$ cat src/rtl/evt_chan_buf.sv
module evt_chan_buf #(
  parameter int N_RX = 4,
  parameter int DW   = 8
) (
  input  logic              clk,
  input  logic              rst_n,
  input  logic              snd_wr,
  input  logic [DW-1:0]     snd_data,
  input  logic              snd_emit,
  input  logic [N_RX-1:0]   rx_take,
  output logic [N_RX-1:0]   rx_present,
  output logic [N_RX-1:0]   rx_cap_valid,
  output logic [N_RX*DW-1:0] rx_cap_data,
  output logic [N_RX-1:0]   rx_ovw
);

  logic [DW-1:0] stage_q;
  logic [DW-1:0] emit_val;

  assign emit_val = snd_wr ? snd_data : stage_q;

  always_ff @(posedge clk or negedge rst_n)
    if (!rst_n)      stage_q <= '0;
    else if (snd_wr) stage_q <= snd_data;

  for (genvar i = 0; i < N_RX; i++) begin : g_rx
    logic          pres_q, cval_q, ovw_q;
    logic [DW-1:0] buf_q, cdat_q;

    always_ff @(posedge clk or negedge rst_n)
      if (!rst_n) begin
        pres_q <= 1'b0;
        buf_q  <= '0;
        cval_q <= 1'b0;
        cdat_q <= '0;
        ovw_q  <= 1'b0;
      end else begin
        ovw_q <= snd_emit && pres_q && !rx_take[i];
        if (rx_take[i]) begin
          cval_q <= pres_q;
          if (pres_q) cdat_q <= buf_q;
        end
        if (snd_emit) begin
          pres_q <= 1'b1;
          buf_q  <= emit_val;
        end else if (rx_take[i]) begin
          pres_q <= 1'b0;
        end
      end

    assign rx_present[i]             = pres_q;
    assign rx_cap_valid[i]           = cval_q;
    assign rx_cap_data[i*DW +: DW]   = cdat_q;
    assign rx_ovw[i]                 = ovw_q;
  end

endmodule

$ cat config.mk
export PLATFORM = sky130hd
export DESIGN_NAME = evt_chan_buf
export DESIGN_NICKNAME = d
export VERILOG_FILES = /design/src/rtl/evt_chan_buf.sv
export SDC_FILE = /design/constraint.sdc
export NUM_CORES = 1
export LEC_CHECK = 0
export BUFFER_PORTS_ARGS = -buffer_cell sky130_fd_sc_hd__buf_2
export CORE_MARGIN = 2
export CORE_UTILIZATION = 47
export DETAILED_ROUTE_END_ITERATION = 10
export PLACE_DENSITY = 0.79
export SYNTH_ARGS = -nofsm -noshare
export SYNTH_HDL_FRONTEND = slang
export SYNTH_SLANG_ARGS = --single-unit
$ cat constraint.sdc
create_clock -name clk -period 1.08 [get_ports clk]
set_input_delay 0.108 -clock clk [delete_from_list [all_inputs] [get_ports clk]]
set_output_delay 0.108 -clock clk [all_outputs]
set_load 0.03 [all_outputs]
==> flow_metrics.py <==
metrics = {
    "grt": {
        "antenna_found_initial": 0,
        "grt_max_degree": 61,
        "grt_pass1_wl_mm": 7.100,
        "grt_pass1_vias": 1417,
        "gr-total-overflow": 0,
        "track_usage_pct": 18.35,
    },
    "drt": {
        "via_per_inst": 4.801,
        "drc": 0,
        "via_count": 1402,
        "wl_per_cell_um": 15.70,
        "firstDrtPassIters": 4,
        "postRouteAntennaNets": 0,
        "drtIter0Drc": 36,
        "routed_wl_mm": 4.584,
    },
    "logic_synthesis": {
        "syn_area_per_cell_um2": 15.89,
        "netlist_instances": 147,
        "yosysUniqueCellTypes": 11,
        "synth_xor_area_share_pct": 0,
        "synth_top_area_cell": "dfrtp_1",
        "synth-seq-cells": 60,
        "yosys.area_share.adder_pct": 0,
        "syn_nets": 163,
        "synth_top_area_share_pct": 64.27,
        "synth_compound_area_share_pct": 2.142,
        "syn-cell-area_um2": 2336,
        "synth_top_family_by_area": "multiplexers",
        "synthMuxAreaShare_pct": 25.71,
        "yosys-top-cells-area": "dfrtp_1 64%, mux2_2 15%, mux2_4 10%",
        "yosysWarnings": 0,
        "synthSimpleGateAreaFrac_pct": 1.714,
        "seq_area_frac_synth_pct": 64.27,
    },
    "pwr": {
        "irDropWorstVdd_mv": 1.198,
        "power_density_nw_per_um2": 2072,
        "p_total_mw": 6.326,
        "leakagePower_nw": 1.581,
    },
    "sta": {
        "hold_slack_ps": 22.69,
        "fin_skew_ps": 4.548,
        "relSlewSlack_pct": 70.91,
        "worstMarginPinSlew_ps": 436.4,
        "timing.final.max_slew_violations": 0,
        "finalSetupTns_ps": -48.38,
        "min_period_ps": 1108,
        "hold_viol": 0,
        "fin_ws_ps": -28.11,
        "setup_violations": 2,
        "rsz0062_at_grt": "yes",
        "fin_crit_sh_pct": 102.6,
        "timing.fmax_mhz": 902.4,
    },
    "floorplanning": {
        "die_h_um": 74.50,
        "rows": 25,
        "die_w_um": 74.50,
        "ios": 60,
        "fp.coreArea_um2": 4755,
        "initial_utilization_pct": 49.13,
        "dieArea_um2": 5550,
    },
    "place": {
        "port_buffers": 59,
        "dp_hpwl_mm": 2.923,
        "pre_cts_ws_ps": -80.84,
        "gp_congestion": 0.7402,
    },
    "clocking": {
        "htreeDepth": 3,
        "clock_sinks": 60,
        "numCtsBuffers": 9,
        "cts.reportedPaths.clkPinSlew_ps": 60,
        "cts_tree": "yes",
        "clock_latency_ps": 330,
        "clk_path_buf_depth": 2,
        "cts.root.buffer_cell": "clkbuf_8",
    },
    "setup_path": {
        "crit_arrival_ps": 1000,
        "crit_start": "g_rx[2].pres_q",
        "worstSetupPathType": "flip-flop to primary output",
        "critPathCaptureType": "primary output",
        "cp-start-kind": "flip-flop",
        "reg2regPathDepth": 4,
        "r2r_start": "g_rx[2].pres_q",
        "crit_fanout": 2,
        "required_ps": 970,
    },
    "layout": {
        "drive_above_1_share_pct": 60.44,
        "fillerInstances": 393,
        "nets": 237,
        "antenna_cells": 0,
        "seqCellArea_um2": 1501,
        "multiInputGateArea_um2": 770.7,
        "postLayoutCoreUtil_pct": 64.21,
        "syn_to_final_growth_pct": 30.69,
    },
    "flow_run": {
        "timing.max_cap.violations": 0,
    },
    "outcome": {
        "violations": "negative setup slack",
        "status": "complete, but fails checks",
    },
    "min_path": {
        "hold_path_class": "primary input to flip-flop",
        "min_path_cells": 2,
        "min_from": "snd_data[1]",
    },
}
==> area by class of cell <==
type                            instances  share of cell area [%]
Timing Repair Buffer                   78                   16.93
Multi-Input combinational cell         64                   25.25
Clock buffer                           12                   4.426
Tap cell                               67                   2.746
Sequential cell                        60                   49.18
Clock inverter                          3                  0.4918
Inverter                                8                  0.9836
==> layer usage <==
metal / global-route usage (%) / wire [um] / up-vias
li1: - / - / 639
met3: 8.130 / 289 / 4
met1: 25.09 / 2100 / 706
met4: 6.548 / 24 / 0
met2: 26.16 / 2169 / 53
met5: 0 / 0 / -
==> cell families (layout without fill, tap and decap cells) <==
| kind of cell | count (synthesis) | count (layout) |
|---|---|---|
| AO/OA/AOI/OAI | 8 | 8 |
| AND/OR/NAND/NOR | 8 | 8 |
| multiplexers | 48 | 48 |
| flip-flops | 60 | 60 |
| buffers and inverters | 23 | 101 |
==> critical path, cell delays in order (launching register included) <==
cell	delay, ps
dfrtp_1	410
buf_6	130
buf_6	130
==> layout by cell type (no fill, tap or decap), types with 6 or more instances in the layout <==
| cell type | Yosys | final |
|---|---|---|
| buf_2 | 1 | 55 |
| buf_4 | 13 | 6 |
| buf_6 | 1 | 9 |
| clkbuf_8 | 0 | 9 |
| dfrtp_1 | 60 | 60 |
| dlygate4sd3_1 | 0 | 6 |
| inv_1 | 8 | 8 |
| mux2_2 | 32 | 16 |
| mux2_4 | 16 | 32 |
==> power breakdown <==
| group | switching [mW] | total, mW | internal, mW |
|---|---|---|---|
| combinational | 1.06 | 1.84 | 0.773 |
| sequential | 0.247 | 2.90 | 2.65 |
| clock | 0.782 | 1.59 | 0.808 |
==> through the flow <==
step / instances / cell area (um2)
after CTS: 289 / 2948
after global routing: 292 / 3053
after floorplan: 147 / 2344
after global placement: 266 / 2681
final: 292 / 3053
after detailed placement: 266 / 2681
==> path summary, 6_finish.rpt <==
| kind | endpoint | slack, ps |
|---|---|---|
| setup / recovery | rx_present[2] | -30 |
| hold / removal | stage_q[1] | 20 |
| setup reg to reg | g_rx[2].ovw_q | 10 |
| hold reg to reg | g_rx[1].cdat_q[0] | 500 |
| max in group asynchronous | g_rx[3].cdat_q[3] | 500 |
| min in group asynchronous | g_rx[1].cdat_q[0] | 320 |
==> flip-flops by register name, summed over array words and instances, names as in the netlist <==
signal	cells
g_rx.buf_q	8
g_rx.cdat_q	32
g_rx.cval_q	4
g_rx.ovw_q	4
g_rx.pres_q	4
stage_q	8
==> cell usage after synthesis <==
cell type,instances
inv_1,8
nand2_1,4
mux2_4,16
buf_6,1
dfrtp_1,60
mux2_2,32
a21o_1,4
and3_1,4
buf_2,1
o21ai_0,4
buf_4,13
==> what timing repair did <==
item                                    in CTS  in global routing
endpoints found under the setup margin      23                 36
endpoints found under the hold margin       64                  1
cloned                                       0                  0
gates resized for setup                     13                 21
buffers inserted                             3                  2
hold buffers                                 5                  1
pin swaps                                    1                  2
Note: power is estimated with default switching activity, not from simulation.
